--- src/rtl/dwatch_pkg.sv ---
package dwatch_pkg;
    localparam int NUM_COMP_DEF = 4;
    localparam int DATA_W       = 32;
    localparam int MASK_W       = 4;
    localparam int FUNC_W       = 4;
    localparam int REG_ADDR_W   = 12;
    localparam int FLAG_BIT     = 24;
    localparam int ID_LSB       = 28;

    localparam logic [REG_ADDR_W-1:0] OFF_CTRL = 12'h000;
    localparam logic [REG_ADDR_W-1:0] OFF_CNT  = 12'h004;
    localparam int COMP_BASE   = 32'h20;
    localparam int COMP_STRIDE = 32'h10;
    localparam int SUB_VAL     = 0;
    localparam int SUB_MASK    = 4;
    localparam int SUB_FUNC    = 8;

    localparam logic [FUNC_W-1:0] FN_OFF   = 4'd0;
    localparam logic [FUNC_W-1:0] FN_CYCLE = 4'd1;
    localparam logic [FUNC_W-1:0] FN_READ  = 4'd5;
    localparam logic [FUNC_W-1:0] FN_WRITE = 4'd6;
    localparam logic [FUNC_W-1:0] FN_ANY   = 4'd7;

    typedef enum logic [2:0] {
        SEL_NONE, SEL_CTRL, SEL_CNT, SEL_CVAL, SEL_CMASK, SEL_CFUNC
    } reg_sel_e;

    typedef struct packed {
        logic [DATA_W-1:0] value;
        logic [MASK_W-1:0] mask;
        logic [FUNC_W-1:0] func;
    } comp_cfg_t;

    function automatic logic [REG_ADDR_W-1:0] comp_off(int n, int sub);
        return REG_ADDR_W'(COMP_BASE + COMP_STRIDE * n + sub);
    endfunction

    function automatic logic [DATA_W-1:0] keep_mask(logic [MASK_W-1:0] m);
        return ~((DATA_W'(1) << m) - DATA_W'(1));
    endfunction

    function automatic logic in_window(logic [DATA_W-1:0] a,
                                       logic [DATA_W-1:0] v,
                                       logic [MASK_W-1:0] m);
        return (a & keep_mask(m)) == (v & keep_mask(m));
    endfunction
endpackage

--- src/rtl/dwatch_decode.sv ---
module dwatch_decode
    import dwatch_pkg::*;
#(
    parameter int NUM_COMP = NUM_COMP_DEF,
    localparam int IDX_W = (NUM_COMP > 1) ? $clog2(NUM_COMP) : 1
) (
    input  logic [REG_ADDR_W-1:0] addr,
    output reg_sel_e              sel,
    output logic [IDX_W-1:0]      idx
);
    always_comb begin
        sel = SEL_NONE;
        idx = '0;
        if (addr == OFF_CTRL) sel = SEL_CTRL;
        if (addr == OFF_CNT)  sel = SEL_CNT;
        for (int n = 0; n < NUM_COMP; n++) begin
            if (addr == comp_off(n, SUB_VAL)) begin
                sel = SEL_CVAL;
                idx = IDX_W'(n);
            end
            if (addr == comp_off(n, SUB_MASK)) begin
                sel = SEL_CMASK;
                idx = IDX_W'(n);
            end
            if (addr == comp_off(n, SUB_FUNC)) begin
                sel = SEL_CFUNC;
                idx = IDX_W'(n);
            end
        end
    end
endmodule

--- src/rtl/dwatch_cyccnt.sv ---
module dwatch_cyccnt
    import dwatch_pkg::*;
(
    input  logic              clk,
    input  logic              rst,
    input  logic              run,
    input  logic              load,
    input  logic [DATA_W-1:0] load_val,
    output logic [DATA_W-1:0] count
);
    always_ff @(posedge clk) begin
        if (rst)       count <= '0;
        else if (load) count <= load_val;
        else if (run)  count <= count + DATA_W'(1);
    end
endmodule

--- src/rtl/dwatch_comparator.sv ---
module dwatch_comparator
    import dwatch_pkg::*;
#(
    parameter bit CYCLE_OK = 1'b0
) (
    input  logic              clk,
    input  logic              rst,
    input  logic              wr_value,
    input  logic              wr_mask,
    input  logic              wr_func,
    input  logic [DATA_W-1:0] wdata,
    input  logic              flag_clr,
    input  logic              bus_valid,
    input  logic              bus_write,
    input  logic [DATA_W-1:0] bus_addr,
    input  logic [DATA_W-1:0] cyc_cnt,
    output comp_cfg_t         cfg,
    output logic              flag,
    output logic              pulse
);
    logic dir_ok;
    logic data_hit;
    logic cyc_hit;
    logic hit;

    always_comb begin
        unique case (cfg.func)
            FN_READ:  dir_ok = !bus_write;
            FN_WRITE: dir_ok = bus_write;
            FN_ANY:   dir_ok = 1'b1;
            default:  dir_ok = 1'b0;
        endcase
        data_hit = bus_valid && dir_ok && in_window(bus_addr, cfg.value, cfg.mask);
        cyc_hit  = CYCLE_OK && (cfg.func == FN_CYCLE) && (cyc_cnt == cfg.value);
        hit      = data_hit || cyc_hit;
    end

    always_ff @(posedge clk) begin
        if (rst) begin
            cfg   <= '0;
            flag  <= 1'b0;
            pulse <= 1'b0;
        end else begin
            if (wr_value) cfg.value <= wdata;
            if (wr_mask)  cfg.mask  <= wdata[MASK_W-1:0];
            if (wr_func)  cfg.func  <= wdata[FUNC_W-1:0];
            pulse <= hit;
            flag  <= hit || (flag && !flag_clr);
        end
    end
endmodule

--- src/rtl/dwatch_unit.sv ---
module dwatch_unit
    import dwatch_pkg::*;
#(
    parameter int NUM_COMP = NUM_COMP_DEF,
    localparam int IDX_W = (NUM_COMP > 1) ? $clog2(NUM_COMP) : 1
) (
    input  logic                  clk,
    input  logic                  rst,
    input  logic                  reg_wr_en,
    input  logic                  reg_rd_en,
    input  logic [REG_ADDR_W-1:0] reg_addr,
    input  logic [DATA_W-1:0]     reg_wdata,
    output logic [DATA_W-1:0]     reg_rdata,
    input  logic                  bus_valid,
    input  logic                  bus_write,
    input  logic [DATA_W-1:0]     bus_addr,
    output logic [NUM_COMP-1:0]   match_pulse
);
    reg_sel_e          dec_sel;
    logic [IDX_W-1:0]  dec_idx;
    logic              ctrl_en;
    logic [DATA_W-1:0] cyc_cnt;
    comp_cfg_t         cfg [NUM_COMP];
    logic [NUM_COMP-1:0] flag;
    logic [DATA_W-1:0] rd_val;

    dwatch_decode #(.NUM_COMP(NUM_COMP)) u_dec (
        .addr (reg_addr),
        .sel  (dec_sel),
        .idx  (dec_idx)
    );

    always_ff @(posedge clk) begin
        if (rst) ctrl_en <= 1'b0;
        else if (reg_wr_en && dec_sel == SEL_CTRL) ctrl_en <= reg_wdata[0];
    end

    dwatch_cyccnt u_cnt (
        .clk      (clk),
        .rst      (rst),
        .run      (ctrl_en),
        .load     (reg_wr_en && dec_sel == SEL_CNT),
        .load_val (reg_wdata),
        .count    (cyc_cnt)
    );

    for (genvar n = 0; n < NUM_COMP; n++) begin : g_comp
        logic here;
        assign here = (dec_idx == IDX_W'(n));
        dwatch_comparator #(.CYCLE_OK(n == 0)) u_cmp (
            .clk       (clk),
            .rst       (rst),
            .wr_value  (reg_wr_en && here && dec_sel == SEL_CVAL),
            .wr_mask   (reg_wr_en && here && dec_sel == SEL_CMASK),
            .wr_func   (reg_wr_en && here && dec_sel == SEL_CFUNC),
            .wdata     (reg_wdata),
            .flag_clr  (reg_rd_en && here && dec_sel == SEL_CFUNC),
            .bus_valid (bus_valid),
            .bus_write (bus_write),
            .bus_addr  (bus_addr),
            .cyc_cnt   (cyc_cnt),
            .cfg       (cfg[n]),
            .flag      (flag[n]),
            .pulse     (match_pulse[n])
        );
    end

    always_comb begin
        rd_val = '0;
        unique case (dec_sel)
            SEL_CTRL: begin
                rd_val[DATA_W-1:ID_LSB] = 4'(NUM_COMP);
                rd_val[0] = ctrl_en;
            end
            SEL_CNT:   rd_val = cyc_cnt;
            SEL_CVAL:  rd_val = cfg[dec_idx].value;
            SEL_CMASK: rd_val[MASK_W-1:0] = cfg[dec_idx].mask;
            SEL_CFUNC: begin
                rd_val[FUNC_W-1:0] = cfg[dec_idx].func;
                rd_val[FLAG_BIT]   = flag[dec_idx];
            end
            default:   rd_val = '0;
        endcase
    end

    always_ff @(posedge clk) begin
        if (rst)            reg_rdata <= '0;
        else if (reg_rd_en) reg_rdata <= rd_val;
        else                reg_rdata <= '0;
    end
endmodule

--- config.mk ---
export PLATFORM = sky130hd
export DESIGN_NAME = dwatch_unit
export DESIGN_NICKNAME = d
export VERILOG_FILES = /design/src/rtl/dwatch_pkg.sv /design/src/rtl/dwatch_decode.sv /design/src/rtl/dwatch_cyccnt.sv /design/src/rtl/dwatch_comparator.sv /design/src/rtl/dwatch_unit.sv
export SDC_FILE = /design/constraint.sdc
export NUM_CORES = 1
export LEC_CHECK = 0
export BUFFER_PORTS_ARGS = -buffer_cell sky130_fd_sc_hd__clkbuf_2
export CELL_PAD_IN_SITES_DETAIL_PLACEMENT = 1
export CELL_PAD_IN_SITES_GLOBAL_PLACEMENT = 1
export CORE_MARGIN = 4
export CORE_UTILIZATION = 48
export CTS_BUF_LIST = sky130_fd_sc_hd__clkbuf_2
export CTS_CLUSTER_SIZE = 28
export DETAILED_ROUTE_END_ITERATION = 12
export PLACE_DENSITY_LB_ADDON = 0.1
export RECOVER_POWER = 100
export SLEW_MARGIN = 25
export SYNTH_ARGS = -nofsm -noshare
export SYNTH_HDL_FRONTEND = slang
export SYNTH_HIERARCHICAL = 1
export SYNTH_SLANG_ARGS = --single-unit
--- constraint.sdc ---
create_clock -name clk -period 4.3 [get_ports clk]
set_clock_uncertainty 0.05 [all_clocks]
set_input_delay 0.43 -clock clk [delete_from_list [all_inputs] [get_ports clk]]
set_output_delay 0.43 -clock clk [all_outputs]
set_load 0.02 [all_outputs]
# Word level (Yosys, flattened, before mapping)
# Cells that the tools add are included.
word_totals:
  reg_bits: 233
  output_inout_bits: 36
  elab_cells: 180
op_classes:
  add_sub_neg: 5
  magnitude_cmp: 2
  eq_ne: 39
  shifts: 4
  mux: 40
  bitwise_logic: 14
  n_reduce_logical: 53
ops:
  columns: ["cell", "count"]
  rows:
  - ["32-bit AND", 8]
  - ["32-bit equality test", 5]
  - ["32-bit NOT", 4]
  - ["1-bit by 4-bit left shift with 32-bit output (first input constant)", 4]
  - ["32-bit by 2-bit subtractor with 32-bit output (second input constant)", 4]
  - ["40-bit binary-select mux with 2-bit select", 1]
  - ["40-bit 2-to-1 mux", 2]
  - ["12-bit by 6-bit equality test with 1-bit output (second input constant)", 6]
  - ["12-bit by 7-bit equality test with 1-bit output (second input constant)", 6]
  - ["32-bit 2-to-1 mux", 2]
  - ["4-bit by 3-bit equality test with 1-bit output (second input constant)", 12]
  - ["20-bit one-hot mux with 2 select lines", 1]
  - ["1-bit logical AND", 39]
  - ["3-bit 2-to-1 mux", 12]
  - ["32-bit by 1-bit adder with 32-bit output (second input constant)", 1]
  - ["1-bit one-hot mux with 3 select lines", 5]
  - ["2-bit 2-to-1 mux", 7]
  - ["12-bit by 3-bit equality test with 1-bit output (second input constant)", 1]
  - ["12-bit zero test", 1]
  - ["3-bit one-hot mux with 4 select lines", 1]
  - ["4-bit one-hot mux with 3 select lines", 1]
  - ["3-bit by 2-bit equality test with 1-bit output (second input constant)", 2]
  - ["3-bit equality test (second input constant)", 2]
  - ["3-bit one-hot mux with 2 select lines", 1]
  - ["16 further kinds", 29]

# Longest topological paths before layout
# Gate-level depths: netlist of run 1.
depth:
  depth_word: 20
  depth_mapped: 13

# Modules after synthesis
# The synthesis of run 1 kept the hierarchy.
by_module_without_submodules:
  columns: ["module", "instances", "cells_per_inst", "area_each_um2", "seq_area_each_um2"]
  rows:
  - ["dwatch_comparator at g_comp[1].u_cmp ...", 3, 235, 2223.4, 840.8]
  - ["dwatch_comparator at g_comp[0].u_cmp", 1, 281, 2570.0, 840.8]
  - ["dwatch_unit", 1, 208, 2444.8, 660.6]
  - ["dwatch_cyccnt", 1, 244, 1981.9, 640.6]
  - ["dwatch_decode", 1, 18, 120.1, 0.0]

# Worst setup path before layout of run 1
# No wires, ideal clock.
synth_path:
  path_kind: "input port to flip-flop"
  start: "input reg_addr[0]"
  end: "register u_cnt.count[31]"
  setup_ns: 0.057
  arrival_ns: 3.324
  required_ns: 4.193
  path_slack_ns: 0.869
  cell_stages: 11
  path_cell_list: "nor4_2 -> nand2_2 -> a2111oi_2 -> buf_2 -> buf_2 -> nor4b_1 -> clkbuf_1 -> nor3b_1 -> or4b_2 -> nor4_1 -> or3_1"
synth_between:
  elab_chain_len: 18
  elab_cells_between_ends: 32
  cone_classes: "eq/ne: 14; mux: 15; reduce/logical: 3"
synth_lines:
  columns: ["element", "line", "source"]
  rows:
  - ["from (decl)", "dwatch_unit.sv:11", "input logic [REG_ADDR_W-1:0] reg_addr,"]
  - ["12-bit zero test", "dwatch_decode.sv:14", "if (addr == OFF_CTRL) sel = SEL_CTRL;"]
  - ["1-bit 2-to-1 mux", "dwatch_decode.sv:14", null]
  - ["2-bit 2-to-1 mux", "dwatch_decode.sv:15", "if (addr == OFF_CNT) sel = SEL_CNT;"]
  - ["3-bit 2-to-1 mux", "dwatch_decode.sv:17", "if (addr == comp_off(n, SUB_VAL)) begin"]
  - ["3-bit 2-to-1 mux", "dwatch_decode.sv:21", "if (addr == comp_off(n, SUB_MASK)) begin"]
  - ["3-bit 2-to-1 mux", "dwatch_decode.sv:25", "if (addr == comp_off(n, SUB_FUNC)) begin"]
  - ["3-bit 2-to-1 mux", "dwatch_decode.sv:17", null]
  - ["3-bit 2-to-1 mux", "dwatch_decode.sv:21", null]
  - ["[3 not listed]", null, null]
  - ["3-bit 2-to-1 mux", "dwatch_decode.sv:25", null]
  - ["3-bit 2-to-1 mux", "dwatch_decode.sv:17", null]
  - ["3-bit 2-to-1 mux", "dwatch_decode.sv:21", null]
  - ["3-bit 2-to-1 mux (*)", "dwatch_decode.sv:25", null]
  - ["net dec_sel[0]", "dwatch_unit.sv:19", "reg_sel_e dec_sel;"]
  - ["3-bit by 2-bit equality test with 1-bit output (*)", "dwatch_unit.sv:42", ".load (reg_wr_en && dec_sel == SEL_CNT),"]
  - ["1-bit logical AND (*)", "dwatch_unit.sv:42", null]
  - ["32-bit 2-to-1 mux or 2-bit nonzero test (tied branches)", null, null]
  - ["to (signal assigned)", "dwatch_cyccnt.sv:13", "else if (load) count <= load_val;"]
  - ["to (signal assigned)", "dwatch_cyccnt.sv:14", "else if (run) count <= count + DATA_W'(1);"]
  - ["to (decl)", "dwatch_cyccnt.sv:9", "output logic [DATA_W-1:0] count"]
# Mark *: on every way through the listed nets, which the timed path passes. The rest lies on a longest branch.
# A chain may end at the register's enable or synchronous reset.

# Final worst setup path of run 1
layout_path:
  start: "register g_comp[3].u_cmp/cfg[6] (netlist name)"
  end: "register g_comp[3].u_cmp.pulse"
layout_between:
  elab_chain_len: 6
  elab_cells_between_ends: 7
  cone_classes: "add/sub: 1; eq/ne: 1; shift: 1; bitwise: 3; reduce/logical: 1"
layout_lines:
  columns: ["element", "line", "source"]
  rows:
  - ["1-bit by 4-bit left shift with 32-bit output (*)", "dwatch_pkg.sv:39", "return ~((DATA_W'(1) << m) - DATA_W'(1));"]
  - ["32-bit by 2-bit subtractor with 32-bit output (*)", "dwatch_pkg.sv:39", null]
  - ["32-bit NOT (*)", "dwatch_pkg.sv:39", null]
  - ["32-bit AND", "dwatch_pkg.sv:45", "return (a & keep_mask(m)) == (v & keep_mask(m));"]
  - ["32-bit equality test (*)", "dwatch_pkg.sv:45", null]
  - ["1-bit logical AND (*)", "dwatch_comparator.sv:33", "data_hit = bus_valid && dir_ok && in_window(bus_addr, cfg.value, cfg.mask);"]
  - ["to (signal assigned)", "dwatch_comparator.sv:47", "pulse <= hit;"]
  - ["to (decl)", "dwatch_comparator.sv:19", "output logic pulse"]
# Every way passes the cells marked *; elsewhere a longest branch is shown, timed or not.

==> results.md, run 1 <==
* # hold bufs at CTS at 30
* Arr. time, crit path at 4.39 ns
* Fillers at 3343
* Yosys warns at 6
* Synthesized area per cell at ~9.5 um^2
* Routability cong. at 0.883
* Comb power frac at 0.071
* Failing checks: capacitance limit, slew limit
* CTS resizes at 0
* Tcrit/Tclk final at 0.882
* Clock Sinks at 233
* Critical-path top delay cell: a2111oi_2
* Vias in the first global route at 12341
* Most frequent cells in the layout: 249 x nor2_1, 233 x dfxtp_1, 194 x mux2i_1
* Initial drt markers at 743
* Area grow syn2layout at 9.94%
* Total Power at slightly above 4000 uW
* Min-delay worst type: in -> reg
* Worst-path clk slew at roughly 0.11 ns
* Share of cells above drive strength 1 at 0.169
* Final min period at 3.79 ns
* Post-synthesis xor/xnor area fraction at 0.116
* GRT Total Usage at 0.319
* Core Rows at 61
* TritonCTS clock tree: built
* Simple-Gate Fraction of Synth Area at 0.179
* Area of the multi-input gates at between 8000 and 9000 um^2
* Top post-synthesis cells by area: dfxtp_1 34%, mux2i_1 14%, xor2_1 7.4%
* Synth Area in Adders at 0.00817
* Slew @ Worst Pin at approximately 2.1 ns
* Clock Power Share at 0.409
* Die Y at roughly 180 um
* Ports at approximately 120
* Starting Density at 0.491
* Core area at 28100 um^2
* Mapped Nets at about 1500
* Buffers inserted by post-CTS timing repair at 0
* Clock Tree Buf Depth at 3
* Post-Route WL at 50700 um
* Req. time, crit path at 4.90 ns
* Final instance area at about 15000 um^2
* Delay of the slowest critical-path stage at 0.83 ns
* Slew Limit Fails at 169
* Dpl cell area at 14400 um^2
* Internal power at 2950 uW
* Final hold violation count at 0
* Startpoint types: register
* Pwr/cell area at around 270 nW/um^2
* Switch Pwr at between 1000 and 1500 uW
* WS Path Type: reg -> reg
* # DRC at 0
* Synth Register Bits at between 200 and 250
* Die area at 31500 um^2
* Hold depth at 3
* Synth Flop Type: dfxtp_1
* Wire per inst at 25.4 um
* Register Area at 4660 um^2
* First-pass DRT Iterations at 5
* CP endpoint kind: register
* Total of max-cap violations at 3
* Htree depth at 3
* Crit Path Max Fanout at 20
* Reg power frac at 0.520
* F_max at 264 MHz
* First-pass GRT wire length at 76300 um
* Final HPWL DP at between 30000 and 40000 um
* Max-slew headroom at -0.388
* Status: finished, violations left
* Mux share of post-synthesis cell area at 0.211
* Crit-path cells: nor2_1, nand3b_1, ha_1, nor2b_1, nand2_1, a2111oi_2, nand3_1, nor4_2
* Netlist cell types at 80
* EDFF count, synth at 0
* Post-Syn Area at between 10000 and 15000 um^2
* Total Neg Setup Slack at 0 ns
* Leakage at 0.00544 uW
* Register area share after synthesis at 0.338
* Combinational family with the most area after synthesis: multiplexers
* Synth Instances at approximately 1500
* Sw frac at 0.291
* Number of CTS-inserted buffers at 67
* Post-route ant nets at 0
* Synth area leader: dfxtp_1
* Root Driver: clkbuf_2
* Port Buffers at 117
* Reg2Reg Depth at 8
* Share of the synthesized area in the top cell type at 0.338
* Worst VDD drop at 0.282 mV
* RSZ-0062 raised after global routing: false
* Final setup viols at 0
* Final net count at ~1700
* Worst skew pair latency at a little under 0.9 ns
* Initial antenna violation count at 1
* GRT overflow at 0
* Via count at 12074
* Complex-gate fraction of the synthesized area at 0.0939
* Via density at 6.05
* Largest net degree at the start of global routing at 81
* Most common cell after layout, fill and taps aside: nor2_1
* Async set or reset register ratio after synthesis at 0
* Die width at 177 um
-- cell usage after synthesis, types with 14 or more instances --
master,number
clkbuf_1,45
or4_1,14
nand2_1,46
a21oi_1,29
nand3_1,25
buf_4,17
o211ai_1,14
mux4_2,39
nor4_1,22
nor2_1,250
inv_1,20
mux2i_1,194
nand4_1,14
dfxtp_1,233
o21ai_0,20
xor2_1,117
buf_6,15
a211oi_1,18
buf_2,24
xnor2_1,65
nor3_1,17
-- path summary, 6_finish.rpt --
path / startpoint / end / slack, ns
max reg2reg: g_comp[3].u_cmp/cfg[6] / g_comp[3].u_cmp/pulse / 0.51
min: reg_wdata[1] / g_comp[3].u_cmp/cfg[1] / 0.07
min reg2reg: g_comp[3].u_cmp/flag / g_comp[3].u_cmp/flag / 0.43
max: g_comp[3].u_cmp/cfg[6] / g_comp[3].u_cmp/pulse / 0.51
-- routing by layer --
metal | share of wire | vias to the layer above | track usage
met3 | 0.073 | 104 | 0.0701
met1 | 0.42 | 6020 | 0.416
met4 | 0.038 | 0 | 0.131
met2 | 0.47 | 437 | 0.515
met5 | 0 | - | 0
li1 | - | 5513 | -
-- per-stage QoR --
step	utilization	hold slack [ns]	setup WS, ns	std cells
6_report	0.540	0.0680	0.505	1996
5_1_grt	0.540	0.0583	0.292	1996
4_1_cts	0.546	0.0152	0.690	1995
3_5_place_dp	0.514	0.403	0.677	1857
3_3_place_gp	0.513	0.385	-0.0181	1857
2_1_floorplan	-	0.371	0.869	1456
-- power by group through the flow --
stage | registers, uW | logic (uW) | clock network, uW
after floorplan | 2210 | 110 | 0
after global placement | 2210 | 264 | 0
after detailed placement | 2210 | 267 | 0
after CTS | 2160 | 291 | 1760
after global routing | 2160 | 308 | 1870
final | 2160 | 294 | 1700
-- worst max-delay path: cells and delay by family, from the launching register on --
kind | cells | cell delay (ns)
AND/OR/NAND/NOR | 6 | 1.49
AO/OA/AOI/OAI | 1 | 0.83
flip-flops | 1 | 0.75
adder cells (fa/ha/maj) | 1 | 0.47
-- sequential cells by signal, summed over array words and instances, names as in the netlist --
register	flops
reg_rdata	32
g_comp.u_cmp/pulse	4
g_comp.u_cmp/cfg	160
g_comp.u_cmp/flag	4
ctrl_en	1
u_cnt/count	32
-- cell families (layout without fill, tap and decap cells) --
logic type,after synthesis,after routing
DFF,233,233
muxes,238,238
other,0,1
adders and majority gates,9,9
and+or+nand+nor,481,481
buffers and inverters,136,297
AOI/OAI and AO/OA,177,177
xor gates and xnor gates,182,182
-- cell type report --
class	count	area share
diodes	1	0.000165
clock buffers	91	0.0300
clock inverters	17	0.00850
inverters	24	0.00594
multi-input cells	1087	0.552
flip-flops and latches	233	0.308
well taps	378	0.0312
repair buffers	165	0.0646
No activity file was read; power rests on OpenSTA's default activity.
==> run 2, diff against run 1 <==
==> constraint.sdc (replaced) <==
create_clock -name clk -period 4.3 [get_ports clk]
set_clock_uncertainty 0.05 [all_clocks]
set_input_delay 0 -clock clk [delete_from_list [all_inputs] [get_ports clk]]
set_output_delay 0 -clock clk [all_outputs]
set_load 0.02 [all_outputs]
==> run 2 against run 1 <==
Compared with the run above:
- the flow still finishes with violations (capacitance limit, slew limit)
- critical path depth is 5 higher
- sequential cell count stayed put
- routed wire length up 6.5%
- global-route usage is 2.0 points higher
- first-iteration DRC count rose by 66%
- fmax down 9.1%
- sequential share of layout area shrank 1.6 points
- setup slack got worse by 0.38 ns
- highest routed layer is now met5
==> results.md, run 2 (synthesis results as in run 1) <==
* Status: finished, violations left
* Failing checks: capacitance limit, slew limit
* Worst skew pair latency at 0.88 ns (about the same)
* Top reg by flops: g_comp.u_cmp/cfg
* Port Buffers at 117 (unchanged)
* Pwr/cell area at 263 nW/um^2 (-4.1%)
* Reg power frac at 0.513 (-0.007)
* Fillers at 3290 (-1.6%)
* Share of cells above drive strength 1 at 0.170 (+0.000980)
* Die width at 177 um (unchanged)
* Vias in the first global route at 13178 (+6.8%)
* Register Area at 4670 um^2 (+0.16%)
* Routability cong. at 0.941 (+6.7%)
* Starting Density at 0.491 (unchanged)
* Internal power at 2980 uW (+1.3%)
* Leakage at 0.00580 uW (+6.8%)
* Top flop regs: g_comp.u_cmp/cfg x160, reg_rdata x32, u_cnt/count x32
* Wire per inst at 26.0 um (+2.4%)
* Buffers inserted by post-CTS timing repair at 0 (unchanged)
* Die Y at 177 um (unchanged)
* Final instance area at 16000 um^2 (+5.7%)
* Crit Path Max Fanout at 29 (+45%)
* Area grow syn2layout at 16.2%
* RSZ-0062 raised after global routing: false
* # DRC at 0 (unchanged)
* Final HPWL DP at 37200 um (+1.8%)
* Final min period at 4.17 ns (+0.380 ns)
* GR Layer Usage met2 at 0.561 (+0.0463)
* GRT busiest layer: met2
* Largest net degree at the start of global routing at 97 (+20%)
* Tcrit/Tclk final at 0.971 (+0.0883)
* Dpl cell area at 14400 um^2 (about the same)
* Core Rows at 61 (unchanged)
* Core area at 28100 um^2 (unchanged)
* Comb power frac at 0.082 (+0.011)
* R2r endpoint: u_cnt/count[24]
* RR Startpoint: u_cnt/count[0]
* Startpoint types: primary input
* First-pass GRT wire length at 81700 um (+7.1%)
* Switch Pwr at 1230 uW (+1.6%)
* Global Route met1 Usage at 0.452 (+0.0357)
* Area of the multi-input gates at 8410 um^2 (+0.57%)
* F_max at 240 MHz (-9.1%)
* Post-Route WL at 54000 um (+6.5%)
* Die area at 31500 um^2 (unchanged)
* Total Neg Setup Slack at 0 ns (unchanged)
* GRT overflow at 0 (unchanged)
* Htree depth at 3 (unchanged)
* Final hold violation count at 0 (unchanged)
* R2r setup slk at 0.20 ns (-0.31 ns)
* Ports at 118 (unchanged)
* Final net count at 1749 (+4.8%)
* Root Driver: clkbuf_2
* Sw frac at 0.292 (+0.000483)
* Max FFs per register at 160 (unchanged)
* GRT Total Usage at 0.340 (+0.0202)
* Reg2Reg Depth at 6 (-2)
* Hold depth at 4 (+1)
* Initial antenna violation count at 2 (+1)
* Min-delay worst type: in -> reg
* Slew @ Worst Pin at 2.06 ns (-0.000173 ns)
* Clock Power Share at 0.405 (-0.004)
* Via density at 6.10 (+0.78%)
* CP endpoint kind: register
* Worst VDD drop at 0.135 mV (-52%)
* Total of max-cap violations at 1 (-2)
* Worst Hold Endpoint: u_cnt/count[11]
* Most common cell after layout, fill and taps aside: nor2_1
* TritonCTS clock tree: built
* Number of CTS-inserted buffers at 68 (+1.5%)
* Most frequent cells in the layout: 247 x nor2_1, 227 x dfxtp_1, 194 x mux2i_1
* Via count at 12650 (+4.8%)
* WS Path Type: in -> reg
* Clock Tree Buf Depth at 3 (unchanged)
* Slew Limit Fails at 10 (-94%)
* Max-slew headroom at -0.388 (about the same)
* Arr. time, crit path at 4.80 ns (+0.41 ns)
* Final setup viols at 0 (unchanged)
* Hold path start: reg_wdata[11]
* First-pass DRT Iterations at 5 (unchanged)
* Met3 Use GR at 0.0471 (-0.0230)
* Worst-path clk slew at 0.11 ns (about the same)
* Clock Sinks at 233 (unchanged)
* Req. time, crit path at 4.93 ns (+0.03 ns)
* Post-route ant nets at 0 (unchanged)
* Initial drt markers at 1234 (+66%)
## run 2: changes by cell type in the layout (fill, tap and decap cells not counted), moves of 3 or more
cell | before | now
buf_4 | 9 | 12
clkbuf_1 | 39 | 36
dfxtp_1 | 233 | 227
dfxtp_2 | 0 | 6
dlygate4sd3_1 | 30 | 108
## run 2: worst max-delay path by stage
stage	from	end	slack, ns
finish	reg_addr[1]	g_comp[3].u_cmp/cfg[21]	0.13
global route	g_comp[2].u_cmp/cfg[5]	g_comp[2].u_cmp/flag	0.0008
CTS	g_comp[1].u_cmp/cfg[7]	g_comp[1].u_cmp/flag	0.06
detailed placement	g_comp[3].u_cmp/cfg[6]	g_comp[3].u_cmp/flag	0.70
global placement	g_comp[3].u_cmp/cfg[6]	g_comp[3].u_cmp/flag	0.33
floorplan	reg_addr[0]	u_cnt/count[31]	1.30
## run 2: routing by layer
layer  up-vias  share of wire
li1       5669              -
met2       503           0.47
met4         2          0.040
met5         -        0.00020
met3       114          0.059
met1      6362           0.43
## run 2: power groups by stage
stage | Sequential [uW] | Clock, uW | Combinational, uW
after floorplan | 2210 | 0 | 110
after detailed placement | 2210 | 0 | 266
after global placement | 2210 | 0 | 264
after global routing | 2160 | 1850 | 358
final | 2160 | 1710 | 345
after CTS | 2160 | 1730 | 333
## run 2: critical path: stages
cell and delay [ns]:
dlygate4sd3_1 0.54, clkbuf_2 0.11, nor3_1 0.15, dlygate4sd3_1 0.58
nand2_1 0.19, and4bb_2 0.37, clkbuf_2 0.69, nand3_1 0.28
dlygate4sd3_1 0.64, nor2_1 0.14, clkbuf_4 0.65, mux2i_1 0.32
nor2_1 0.09
## run 2: timing repair
item	4_1_cts	5_1_grt
setup endpoints to repair	0	5
hold buffers	108	0
hold endpoints to repair	233	0
resized for setup	0	9
## run 2: layout make-up
cell class / instances / share of cell area
diodes: 1 / 0.000156
well taps: 378 / 0.0295
clock inverters: 16 / 0.00765
repair buffers: 244 / 0.112
multi-input cells: 1087 / 0.525
clock buffers: 92 / 0.0287
flip-flops and latches: 233 / 0.292
inverters: 24 / 0.00562
## run 2: through the flow
step / utilization / cells / hold WS [ns] / setup slack (ns) / total power [uW]
2_1_floorplan: - / 1456 / 0.0224 / 1.30 / 2320
3_3_place_gp: 0.514 / 1858 / 0.277 / 0.334 / 2480
3_5_place_dp: 0.514 / 1858 / 0.281 / 0.705 / 2480
4_1_cts: 0.574 / 2074 / 0.000511 / 0.0626 / 4220
5_1_grt: 0.570 / 2075 / 0.0323 / 0.000836 / 4370
6_report: 0.570 / 2075 / 0.0244 / 0.126 / 4210
==> run 3, diff against run 2 <==
--- a/config.mk
+++ b/config.mk
@@ -13,7 +13,8 @@
 export CTS_BUF_LIST = sky130_fd_sc_hd__clkbuf_2
 export CTS_CLUSTER_SIZE = 28
 export DETAILED_ROUTE_END_ITERATION = 12
-export PLACE_DENSITY_LB_ADDON = 0.1
+export HOLD_SLACK_MARGIN = 0.12
+export PLACE_DENSITY = 0.91
 export RECOVER_POWER = 100
 export SLEW_MARGIN = 25
 export SYNTH_ARGS = -nofsm -noshare
==> run 3 against run 2 <==
Compared with the run above:
- the flow finishes with violations (capacitance limit, slew limit, setup timing)
- register-to-register slack worse by 0.23 ns
- setup slack worse by 0.16 ns
- hold slack better by 0.14 ns
- final area increased by 0.37%
- sequential cell count did not move
- critical path type is now reg -> reg
- highest routed layer unchanged
==> results.md, run 3 (synthesis results as in run 1) <==
* Status: finished, violations left
* Failing checks: capacitance limit, slew limit, setup timing
* Final hold violation count at 0 (unchanged)
* CP delay by family, top: buffers and inverters
* CP startpoint: g_comp[0].u_cmp/cfg[37]
* Final min period at 4.33 ns (+0.158 ns)
* Area of the multi-input gates at 8420 um^2 (+0.10%)
* Final setup viols at 1 (+1)
* Die Y at 177 um (unchanged)
* Final instance area at 16100 um^2 (+0.37%)
* First-pass GRT wire length at 90800 um (+11%)
* GRT overflow at 0 (unchanged)
* Wire per inst at 29.4 um (+13%)
* Max-slew headroom at -0.0909 (+0.297)
* Post-route ant nets at 0 (unchanged)
* Register Area at 4670 um^2 (-0.11%)
* Fillers at 3249 (-1.2%)
* Arr. time, crit path at 5.01 ns (+0.21 ns)
* Pwr/cell area at 276 nW/um^2 (+4.8%)
* Delay of the slowest critical-path stage at 0.66 ns (-0.03 ns)
* Most used cell, CP: dlygate4sd3_1
* Non-filler cells, final at 2080 (+0.24%)
* Tcrit/Tclk final at 1.01 (+0.0368)
* # DRC at 0 (unchanged)
* Crit-path cells: xnor2_2, nand4_1, nor4_2, dlygate4sd3_1, o2111ai_1, dlygate4sd3_1, or4_1, dlygate4sd3_1, a21oi_1
* Total of max-cap violations at 3 (+2)
* Area grow syn2layout at 16.7%
* Final HPWL DP at 37300 um (+0.21%)
* Die width at 177 um (unchanged)
* Vias in the first global route at 14561 (+10%)
* Routability cong. at 0.932 (-0.99%)
* Largest net degree at the start of global routing at 123 (+27%)
* GRT Total Usage at 0.379 (+0.0397)
* WS Path Type: reg -> reg
* Crit Path Max Fanout at 4 (-86%)
* Htree depth at 3 (unchanged)
* Starting Density at 0.491 (unchanged)
* Worst VDD drop at 0.151 mV (+12%)
* Max FFs per register at 160 (unchanged)
* Slew Limit Fails at 51 (+41)
* Top flop regs: g_comp.u_cmp/cfg x160, reg_rdata x32, u_cnt/count x32
* Dpl cell area at 14400 um^2 (-0.22%)
* TritonCTS clock tree: built
* Req. time, crit path at 4.98 ns (+0.05 ns)
* Share of cells above drive strength 1 at 0.168 (-0.00158)
* Worst skew pair latency at 0.91 ns (+0.03 ns)
* Hold path start: reg_addr[0]
* Via density at 6.67 (+9.4%)
* Ports at 118 (unchanged)
* Via count at 13874 (+9.7%)
* Slew @ Worst Pin at 1.64 ns (-0.426 ns)
* CP endpoint kind: register
* Port Buffers at 117 (unchanged)
* Die area at 31500 um^2 (unchanged)
* Top reg by flops: g_comp.u_cmp/cfg
* Initial antenna violation count at 7 (+5)
* F_max at 231 MHz (-3.7%)
* Root Driver: clkbuf_2
* RR Startpoint: g_comp[0].u_cmp/cfg[37]
* Placed insts at 1859 (+0.054%)
* Most frequent cells in the layout: 245 x nor2_1, 231 x dfxtp_1, 194 x mux2i_1
* Hold_ws at 0.162 ns (+0.138 ns)
* Clock Sinks at 233 (unchanged)
* Final net count at 1752 (+0.17%)
* Critical-path top delay cell: dlygate4sd3_1
* Initial drt markers at 1692 (+37%)
* Post-Route WL at 61200 um (+13%)
* Total Neg Setup Slack at -0.0328 ns (-0.0328 ns)
* Min-delay worst type: in -> reg
* Core Rows at 61 (unchanged)
* Most common cell after layout, fill and taps aside: nor2_1
* Leakage at 0.00581 uW (+0.16%)
* Core area at 28100 um^2 (unchanged)
* First-pass DRT Iterations at 5 (unchanged)
* Worst-path clk slew at 0.10 ns (about the same)
* Startpoint types: register
* Post-route setup slack at -0.0328 ns (-0.158 ns)
* WP buf/inv at 3 (-3)
* Clock Tree Buf Depth at 3 (unchanged)
* Number of CTS-inserted buffers at 67 (-1.5%)
-- run 3: cell count changes in the layout (fill, tap and decap cells not counted), moves of 3 or more --
cell        previous run  this run
clkinv_2               0         3
dfxtp_2                6         2
clkbuf_2             175       171
clkinvlp_4             0         3
dfxtp_1              227       231
clkbuf_1              36        41
-- run 3: layout make-up --
class / instances / share of cell area
diodes: 2 / 0.000311
inverters: 24 / 0.00560
multi-input cells: 1087 / 0.523
clock buffers: 89 / 0.0277
repair buffers: 248 / 0.111
clock inverters: 19 / 0.0119
flip-flops and latches: 233 / 0.290
well taps: 378 / 0.0294
-- run 3: repair_timing --
item	4_1_cts	5_1_grt
gates resized for setup	0	6
buffers inserted	0	2
endpoints found under the hold margin	233	0
hold buffers	110	0
endpoints found under the setup margin	0	5
-- run 3: path summary, 6_finish.rpt --
check,endpoint,slack (ns),cells after the start
hold / removal,reg_rdata[31],0.16,7
setup / recovery,g_comp[0].u_cmp/pulse,-0.03,9
hold reg to reg,g_comp[2].u_cmp/cfg[2],0.47,2
setup reg to reg,g_comp[0].u_cmp/pulse,-0.03,9
-- run 3: worst min-delay path: stages --
cell	delay [ns]
clkbuf_2	0.09
nor4_2	0.04
nand2_2	0.07
and4bb_2	0.34
mux4_2	0.25
mux2i_1	0.11
nor2_1	0.13
-- run 3: stage by stage --
step | setup WS [ns] | util | total power (uW)
6_report | -0.0328 | 0.573 | 4430
3_5_place_dp | 0.784 | 0.513 | 2480
3_3_place_gp | 0.575 | 0.513 | 2470
5_1_grt | -0.0124 | 0.573 | 4560
2_1_floorplan | 1.30 | - | 2320
4_1_cts | 0.0839 | 0.575 | 4340
-- run 3: routing by layer --
metal	vias to the layer above	global-route usage	share of wire	wire [um]
met1	6776	0.421	0.35	21400
met5	-	0	0.00091	56
met2	1025	0.611	0.45	27800
met4	8	0.275	0.089	5450
met3	398	0.122	0.11	6480
li1	5667	-	-	-
-- run 3: report_power, final --
part	leakage, uW	total (uW)	switching, uW	internal [uW]
registers	0.00188	2160	3.84	2160
clock network	0.000453	1910	1110	797
logic	0.00348	359	226	134
